===== config.mk =====
export PLATFORM = sky130hd
export DESIGN_NAME = spi_burst_engine
export DESIGN_NICKNAME = d
export VERILOG_FILES = /design/src/rtl/spi_burst_pkg.sv /design/src/rtl/spi_bit_shifter.sv /design/src/rtl/spi_byte_sequencer.sv /design/src/rtl/spi_irq_status.sv /design/src/rtl/spi_burst_engine.sv
export SDC_FILE = /design/constraint.sdc
export NUM_CORES = 1
export LEC_CHECK = 0
export ABC_CLOCK_PERIOD_IN_PS = 2660
export BUFFER_PORTS_ARGS = -buffer_cell sky130_fd_sc_hd__buf_2
export CAP_MARGIN = 20
export CORE_ASPECT_RATIO = 1.2
export CORE_MARGIN = 2
export CORE_UTILIZATION = 48
export DETAILED_ROUTE_END_ITERATION = 6
export PLACE_DENSITY = 0.77
export SLEW_MARGIN = 20
export SYNTH_ARGS = -nofsm -noshare
export SYNTH_HDL_FRONTEND = slang
export SYNTH_SLANG_ARGS = --single-unit

===== constraint.sdc =====
create_clock -name clk -period 2.66 [get_ports clk]
set_input_delay 0.532 -clock clk [delete_from_list [all_inputs] [get_ports clk]]
set_output_delay 0.532 -clock clk [all_outputs]
set_load 0.1 [all_outputs]

===== src/rtl/spi_burst_pkg.sv =====
package spi_burst_pkg;

  localparam int BYTE_W = 8;

  typedef enum logic [1:0] {
    SEQ_IDLE,
    SEQ_FETCH,
    SEQ_SHIFT
  } seq_state_t;

  typedef struct packed {
    logic cpol;
    logic cpha;
    logic lsb_first;
    logic discard_rx;
  } xfer_cfg_t;

endpackage


===== src/rtl/spi_bit_shifter.sv =====
// Shifts one byte: 2*BYTE_W SCLK edges, one per tick.
module spi_bit_shifter #(
  parameter int BYTE_W = 8
) (
  input  logic              clk,
  input  logic              rst,
  input  logic              tick,
  input  logic              cpol,
  input  logic              cpha,
  input  logic              lsb_first,
  input  logic              load,
  input  logic [BYTE_W-1:0] load_byte,
  input  logic              miso,
  output logic              sclk,
  output logic              mosi,
  output logic              byte_done,
  output logic [BYTE_W-1:0] rx_byte
);
  localparam int IDX_W = $clog2(BYTE_W);
  localparam int EDGE_W = IDX_W + 1;
  localparam logic [EDGE_W-1:0] LAST_EDGE = EDGE_W'(2 * BYTE_W - 1);
  localparam logic [IDX_W-1:0] LAST_BIT = IDX_W'(BYTE_W - 1);

  logic              active_q;
  logic [EDGE_W-1:0] edge_q;
  logic [BYTE_W-1:0] tx_q;
  logic [BYTE_W-1:0] rx_q;
  logic [BYTE_W-1:0] rx_out_q;
  logic              sclk_q;
  logic              mosi_q;
  logic              done_q;

  logic [IDX_W-1:0]  bit_k;
  logic [IDX_W-1:0]  rx_pos;
  logic              leading;
  logic              sample_now;
  logic [BYTE_W-1:0] rx_next;

  // bit k in shift order
  function automatic logic pick(input logic [BYTE_W-1:0] b,
                                input logic [IDX_W-1:0] k,
                                input logic lsb);
    return lsb ? b[k] : b[LAST_BIT - k];
  endfunction

  assign bit_k      = edge_q[EDGE_W-1:1];
  assign leading    = ~edge_q[0];
  assign sample_now = active_q && tick && (leading ^ cpha);
  assign rx_pos     = lsb_first ? bit_k : LAST_BIT - bit_k;

  always_comb begin
    rx_next = rx_q;
    if (sample_now) rx_next[rx_pos] = miso;
  end

  always_ff @(posedge clk) begin
    if (rst) begin
      active_q <= 1'b0;
      edge_q   <= '0;
      tx_q     <= '0;
      rx_q     <= '0;
      rx_out_q <= '0;
      sclk_q   <= 1'b0;
      mosi_q   <= 1'b0;
      done_q   <= 1'b0;
    end else begin
      done_q <= 1'b0;
      if (!active_q) begin
        sclk_q <= cpol;
        if (load) begin
          active_q <= 1'b1;
          edge_q   <= '0;
          tx_q     <= load_byte;
          rx_q     <= '0;
          if (!cpha) mosi_q <= pick(load_byte, '0, lsb_first);
        end
      end else if (tick) begin
        sclk_q <= ~sclk_q;
        edge_q <= edge_q + EDGE_W'(1);
        rx_q   <= rx_next;
        if (leading && cpha)
          mosi_q <= pick(tx_q, bit_k, lsb_first);
        if (!leading && !cpha && (bit_k != LAST_BIT))
          mosi_q <= pick(tx_q, bit_k + IDX_W'(1), lsb_first);
        if (edge_q == LAST_EDGE) begin
          active_q <= 1'b0;
          done_q   <= 1'b1;
          rx_out_q <= rx_next;
        end
      end
    end
  end

  assign sclk      = sclk_q;
  assign mosi      = mosi_q;
  assign byte_done = done_q;
  assign rx_byte   = rx_out_q;

endmodule


===== src/rtl/spi_byte_sequencer.sv =====
// Byte-level control: burst/transmit counters, queue handshakes.
module spi_byte_sequencer
  import spi_burst_pkg::*;
#(
  parameter int CNT_W  = 24,
  parameter int BYTE_W = 8
) (
  input  logic              clk,
  input  logic              rst,
  input  logic              start,
  input  xfer_cfg_t         cfg_in,
  input  logic [CNT_W-1:0]  burst_len,
  input  logic [CNT_W-1:0]  tx_len,
  input  logic              tx_valid,
  input  logic [BYTE_W-1:0] tx_data,
  output logic              tx_pop,
  input  logic              byte_done,
  input  logic [BYTE_W-1:0] rx_byte,
  output logic              load,
  output logic [BYTE_W-1:0] load_byte,
  output logic              rx_push,
  output logic [BYTE_W-1:0] rx_data,
  output xfer_cfg_t         cfg,
  output logic              busy,
  output logic              done
);
  seq_state_t        state_q;
  logic [CNT_W-1:0]  cnt_q;
  logic [CNT_W-1:0]  burst_q;
  logic [CNT_W-1:0]  txlen_q;
  xfer_cfg_t         cfg_q;
  logic              busy_q;
  logic              done_q;
  logic              push_q;
  logic [BYTE_W-1:0] rxd_q;

  logic at_end;
  logic need_tx;
  logic in_fetch;

  assign at_end    = (cnt_q == burst_q);
  assign need_tx   = (cnt_q < txlen_q);
  assign in_fetch  = (state_q == SEQ_FETCH) && !at_end;
  assign tx_pop    = in_fetch && need_tx && tx_valid;
  assign load      = in_fetch && (!need_tx || tx_valid);
  assign load_byte = need_tx ? tx_data : '0;

  always_ff @(posedge clk) begin
    if (rst) begin
      state_q <= SEQ_IDLE;
      cnt_q   <= '0;
      burst_q <= '0;
      txlen_q <= '0;
      cfg_q   <= '0;
      busy_q  <= 1'b0;
      done_q  <= 1'b0;
      push_q  <= 1'b0;
      rxd_q   <= '0;
    end else begin
      done_q <= 1'b0;
      push_q <= 1'b0;
      case (state_q)
        SEQ_IDLE: begin
          cfg_q <= cfg_in;
          if (start) begin
            busy_q  <= 1'b1;
            cnt_q   <= '0;
            burst_q <= burst_len;
            txlen_q <= tx_len;
            state_q <= SEQ_FETCH;
          end
        end
        SEQ_FETCH: begin
          if (at_end) begin
            busy_q  <= 1'b0;
            done_q  <= 1'b1;
            state_q <= SEQ_IDLE;
          end else if (load) begin
            state_q <= SEQ_SHIFT;
          end
        end
        SEQ_SHIFT: begin
          if (byte_done) begin
            cnt_q   <= cnt_q + CNT_W'(1);
            push_q  <= !cfg_q.discard_rx;
            rxd_q   <= rx_byte;
            state_q <= SEQ_FETCH;
          end
        end
        default: state_q <= SEQ_IDLE;
      endcase
    end
  end

  assign rx_push = push_q;
  assign rx_data = rxd_q;
  assign cfg     = cfg_q;
  assign busy    = busy_q;
  assign done    = done_q;

endmodule


===== src/rtl/spi_irq_status.sv =====
// Write-one-to-clear status word and masked interrupt.
module spi_irq_status #(
  parameter int STS_W    = 32,
  parameter int DONE_BIT = 16
) (
  input  logic             clk,
  input  logic             rst,
  input  logic             set_done,
  input  logic [STS_W-1:0] clr,
  input  logic [STS_W-1:0] en,
  output logic [STS_W-1:0] sts,
  output logic             irq
);
  logic [STS_W-1:0] sts_q;
  logic             irq_q;

  for (genvar i = 0; i < STS_W; i++) begin : g_bit
    if (i == DONE_BIT) begin : g_flag
      always_ff @(posedge clk) begin
        if (rst) sts_q[i] <= 1'b0;
        else     sts_q[i] <= set_done | (sts_q[i] & ~clr[i]);
      end
    end else begin : g_unused
      assign sts_q[i] = 1'b0;
    end
  end

  always_ff @(posedge clk) begin
    if (rst) irq_q <= 1'b0;
    else     irq_q <= |(sts_q & en);
  end

  assign sts = sts_q;
  assign irq = irq_q;

endmodule


===== src/rtl/spi_burst_engine.sv =====
module spi_burst_engine
  import spi_burst_pkg::*;
#(
  parameter int CNT_W    = 24,
  parameter int STS_W    = 32,
  parameter int DONE_BIT = 16
) (
  input  logic              clk,
  input  logic              rst,
  input  logic              sclk_tick,
  input  logic              cfg_cpol,
  input  logic              cfg_cpha,
  input  logic              cfg_lsb_first,
  input  logic              cfg_discard_rx,
  input  logic [CNT_W-1:0]  burst_len,
  input  logic [CNT_W-1:0]  tx_len,
  input  logic              start,
  input  logic [STS_W-1:0]  int_en,
  input  logic [STS_W-1:0]  int_clr,
  output logic [STS_W-1:0]  int_sts,
  output logic              irq,
  output logic              busy,
  input  logic              tx_valid,
  input  logic [BYTE_W-1:0] tx_data,
  output logic              tx_pop,
  output logic              rx_push,
  output logic [BYTE_W-1:0] rx_data,
  output logic              sclk,
  output logic              mosi,
  input  logic              miso
);
  xfer_cfg_t         cfg_live;
  xfer_cfg_t         cfg_run;
  logic              shf_load;
  logic [BYTE_W-1:0] shf_byte;
  logic              shf_done;
  logic [BYTE_W-1:0] shf_rx;
  logic              seq_done;

  assign cfg_live = '{cpol: cfg_cpol, cpha: cfg_cpha,
                      lsb_first: cfg_lsb_first, discard_rx: cfg_discard_rx};

  spi_byte_sequencer #(
    .CNT_W (CNT_W),
    .BYTE_W(BYTE_W)
  ) u_seq (
    .clk      (clk),
    .rst      (rst),
    .start    (start),
    .cfg_in   (cfg_live),
    .burst_len(burst_len),
    .tx_len   (tx_len),
    .tx_valid (tx_valid),
    .tx_data  (tx_data),
    .tx_pop   (tx_pop),
    .byte_done(shf_done),
    .rx_byte  (shf_rx),
    .load     (shf_load),
    .load_byte(shf_byte),
    .rx_push  (rx_push),
    .rx_data  (rx_data),
    .cfg      (cfg_run),
    .busy     (busy),
    .done     (seq_done)
  );

  spi_bit_shifter #(
    .BYTE_W(BYTE_W)
  ) u_shf (
    .clk      (clk),
    .rst      (rst),
    .tick     (sclk_tick),
    .cpol     (cfg_run.cpol),
    .cpha     (cfg_run.cpha),
    .lsb_first(cfg_run.lsb_first),
    .load     (shf_load),
    .load_byte(shf_byte),
    .miso     (miso),
    .sclk     (sclk),
    .mosi     (mosi),
    .byte_done(shf_done),
    .rx_byte  (shf_rx)
  );

  spi_irq_status #(
    .STS_W   (STS_W),
    .DONE_BIT(DONE_BIT)
  ) u_irq (
    .clk     (clk),
    .rst     (rst),
    .set_done(seq_done),
    .clr     (int_clr),
    .en      (int_en),
    .sts     (int_sts),
    .irq     (irq)
  );

endmodule


==> results.yml <==
critical_path:
  regToRegSetupSlack_ps: 30
  crit_path_end_kind: "output port"
  worstSetupPathType: "reg2out"
  arrival_ps: 2460
  start_kind: "register"
  crit_path_max_fanout: 2
  rr_endpoint: "u_shf.tx_q[7]$_SDFFE_PP0P_"
  setup.worst_path.start: "u_seq.txlen_q[19]$_SDFFE_PP0P_"
  r2r_start: "u_seq.txlen_q[19]$_SDFFE_PP0P_"
  endpoint: "tx_pop"
  r2r_cells: 11
  required_ps: 2130
placed_design:
  io_buffer_count: 82
  dp_hpwl_um: 10700
  gp_congestion: 0.851
  dp.cells: 1011
floorplanning:
  start_util_pct: 49.5
  die_area_um2: 14100
  num_rows: 45
  core_um2: 12800
  die_y_um: 130
  ios: 176
  die_w_um: 109
detailed_routing:
  vias: 5495
  wl_um: 15200
  drc: 0
  dr.pass1.iters: 6
  viasPerCell: 5.25
  ant_nets: 0
  wl_per_cell_um: 14.5
  initialDrtViolationCount: 236
worst_hold_path:
  hold_class: "in2reg"
timing:
  skew_ps: 11.4
  post-route-min-period_ps: 2990
  hold_viol_final: 0
  worst_slack_ps: -335
  setup_violations: 1
  worstMarginPinSlew_ps: 651
  min_period_over_period_pct: 113
  hold_ws_ps: 316
  tns_ps: -335
  rsz0062_at_grt: "true"
  finalMaxSlewViolations: 0
  max_freq_mhz: 334
  maxSlewHeadroom_pct: 56.5
logic_synthesis:
  avgSynthCellArea_um2: 8.34
  synth_seq_area_share_pct: 38.9
  synth_cell_types: 52
  synth_edf_count: 0
  syn_area_um2: 6320
  async_flop_share_pct: 0
  yosys_register_bits: 123
  ys_warn_count: 0
  synthCells: 758
  synthFlopType: "dfxtp_1"
run:
  drv_cap: 0
pwr:
  p_seq_share_pct: 38.5
  clockPowerShare_pct: 47.1
  p_per_area_nw_per_um2: 654
  vdd_ir_drop_max_uv: 396
  finalPower_w: 0.00513
  combPwrFrac_pct: 14.4
  p_leak_nw: 3.27
  switching_share_pct: 29.0
  p_switching_w: 0.00149
  p_int_w: 0.00364
global_routing:
  grtUsageMet1_pct: 23.8
  grt_max_degree: 50
  grtUsageMet2_pct: 39.7
  antenna_found_initial: 0
  grtUsageTotal_pct: 21.8
  grt_busiest_layer: "met2"
  grt_pass1_wl_um: 23900
  grt_pass1_vias: 5221
  overflow: 0
  grt_use_met3_pct: 5.64
status:
  run_status: "complete, but fails checks"
  violations: "negative setup slack"
clock_tree:
  cts.sinks: 123
  clk-insertion-delay-late_ps: 430
  clock_path_buffers: 2
  cts-root-buf: "clkbuf_16"
  cts_tree: "done"
  cts_inserted_buffers: 17
  htree_levels: 4
  cts_hold_buf: 0
  clk_pin_slew_worst_paths_ps: 60
layout:
  fin_util_pct: 61.4
  drive_gt1_share_pct: 24.0
  stdcell_count: 1046
  areaGrowthSynthToFinish_pct: 24.1
  diodes: 0
  layout.nets: 1028
  nFillCells: 1122
[sequential cells by signal (all words and copies together) (netlist names), 2 cells and up]
name           cells
u_shf.rx_byte      8
u_shf.rx_q         8
u_seq.cfg          4
u_seq.rx_data      8
u_seq.state_q      2
u_seq.burst_q     24
u_shf.tx_q         8
u_shf.edge_q       4
u_seq.cnt_q       24
u_seq.txlen_q     24
[synthesized netlist by cell type, types with 8 or more instances]
cell type,count,share of area [%]
a21oi_1,80,6.3
a32o_1,14,2.2
buf_4,34,4.0
clkbuf_1,28,1.7
dfxtp_1,123,39
ha_1,29,5.7
inv_1,34,2.0
mux2i_1,12,1.9
mux4_2,8,2.8
nand2_1,140,8.3
nand3_1,16,1.3
nand4_1,15,1.5
nor2_1,53,3.1
nor3_1,8,0.63
o21ai_0,27,2.1
xnor2_1,24,3.3
xor2_1,21,2.9
[kinds of logic (layout without fill, tap and decap cells)]
group | count (synthesis) | after routing | synth area share, %
AOI/OAI and AO/OA | 161 | 162 | 16.3
xor gates and xnor gates | 45 | 45 | 6.23
adders and majority gates | 29 | 29 | 5.74
buffers and inverters | 106 | 199 | 8.65
DFF | 123 | 123 | 38.9
muxes | 21 | 21 | 4.93
other | 1 | 31 | 0.0593
and+or+nand+nor | 272 | 272 | 19.2
[how the worst min path moves through the flow]
stage	from	endpoint	cells after the start	slack, ps
global route	int_en[16]	u_irq.irq$_SDFF_PP0_	3	330
finish	int_en[16]	u_irq.irq$_SDFF_PP0_	3	320
detailed placement	u_seq.done$_SDFF_PP0_	u_irq.sts[16]$_SDFF_PP0_	2	440
CTS	int_en[16]	u_irq.irq$_SDFF_PP0_	3	310
global placement	u_seq.done$_SDFF_PP0_	u_irq.sts[16]$_SDFF_PP0_	2	430
floorplan	u_seq.cfg[0]$_SDFFE_PP0P_	u_seq.rx_push$_SDFF_PP0_	1	390
[cells in the final DEF (no fill, tap or decap), types with 14 or more instances in the layout]
cell,instances
nand2_1,139
a32o_1,14
o21ai_0,23
dfxtp_1,112
buf_2,81
clkbuf_16,17
inv_1,30
a21oi_1,79
nand4_1,15
buf_4,48
ha_1,20
nor2_1,53
xor2_1,21
nand3_1,16
conb_1,31
xnor2_1,24
[repair_timing]
action | CTS | global route
endpoints found under the setup margin | 1 | 19
pin swaps | 11 | 19
gates cloned | 0 | 1
hold endpoints to repair | 0 | 0
buffers inserted | 1 | 3
gates resized for setup | 16 | 27
[power by group through the flow]
stage,Combinational [W],Sequential [W],Clock (W)
finish,0.000740,0.00197,0.00241
global route,0.000802,0.00198,0.00253
CTS,0.000721,0.00197,0.00244
detailed placement,0.000705,0.00201,0
global placement,0.000697,0.00201,0
floorplan,0.000553,0.00203,0
[per-layer routing]
| layer | share of wire [%] | up-vias |
|---|---|---|
| li1 | - | 2783 |
| met1 | 40 | 2560 |
| met2 | 54 | 123 |
| met3 | 3.8 | 29 |
| met4 | 2.4 | 0 |
| met5 | 0 | - |
[critical path, cell delays in order, from the launching register on]
cell and delay, ps:
dfxtp_2 340, inv_2 50, ha_4 260, nand4_1 160, buf_4 170, a2111o_1 400
a41oi_2 240, nor4b_4 80, and2_4 180, buf_12 160
[layout make-up]
class	count	area, µm²	share of cell area, %
inverter	34	128	1.63
sequential	123	2480	31.6
clock inverter	14	185	2.36
clock buffer	18	429	5.47
multi-input combinational	560	3600	45.9
tap	164	205	2.62
timing repair buffer	133	820	10.4
[per-stage QoR]
stage                     cell area (µm²)  setup slack [ps]
after floorplan                      6440              25.9
after global placement               7030             -91.5
after detailed placement             7030              -109
after CTS                            7720              -292
after global routing                 7850              -418
final                                7850              -335
Power figures use the tool's default switching activity.
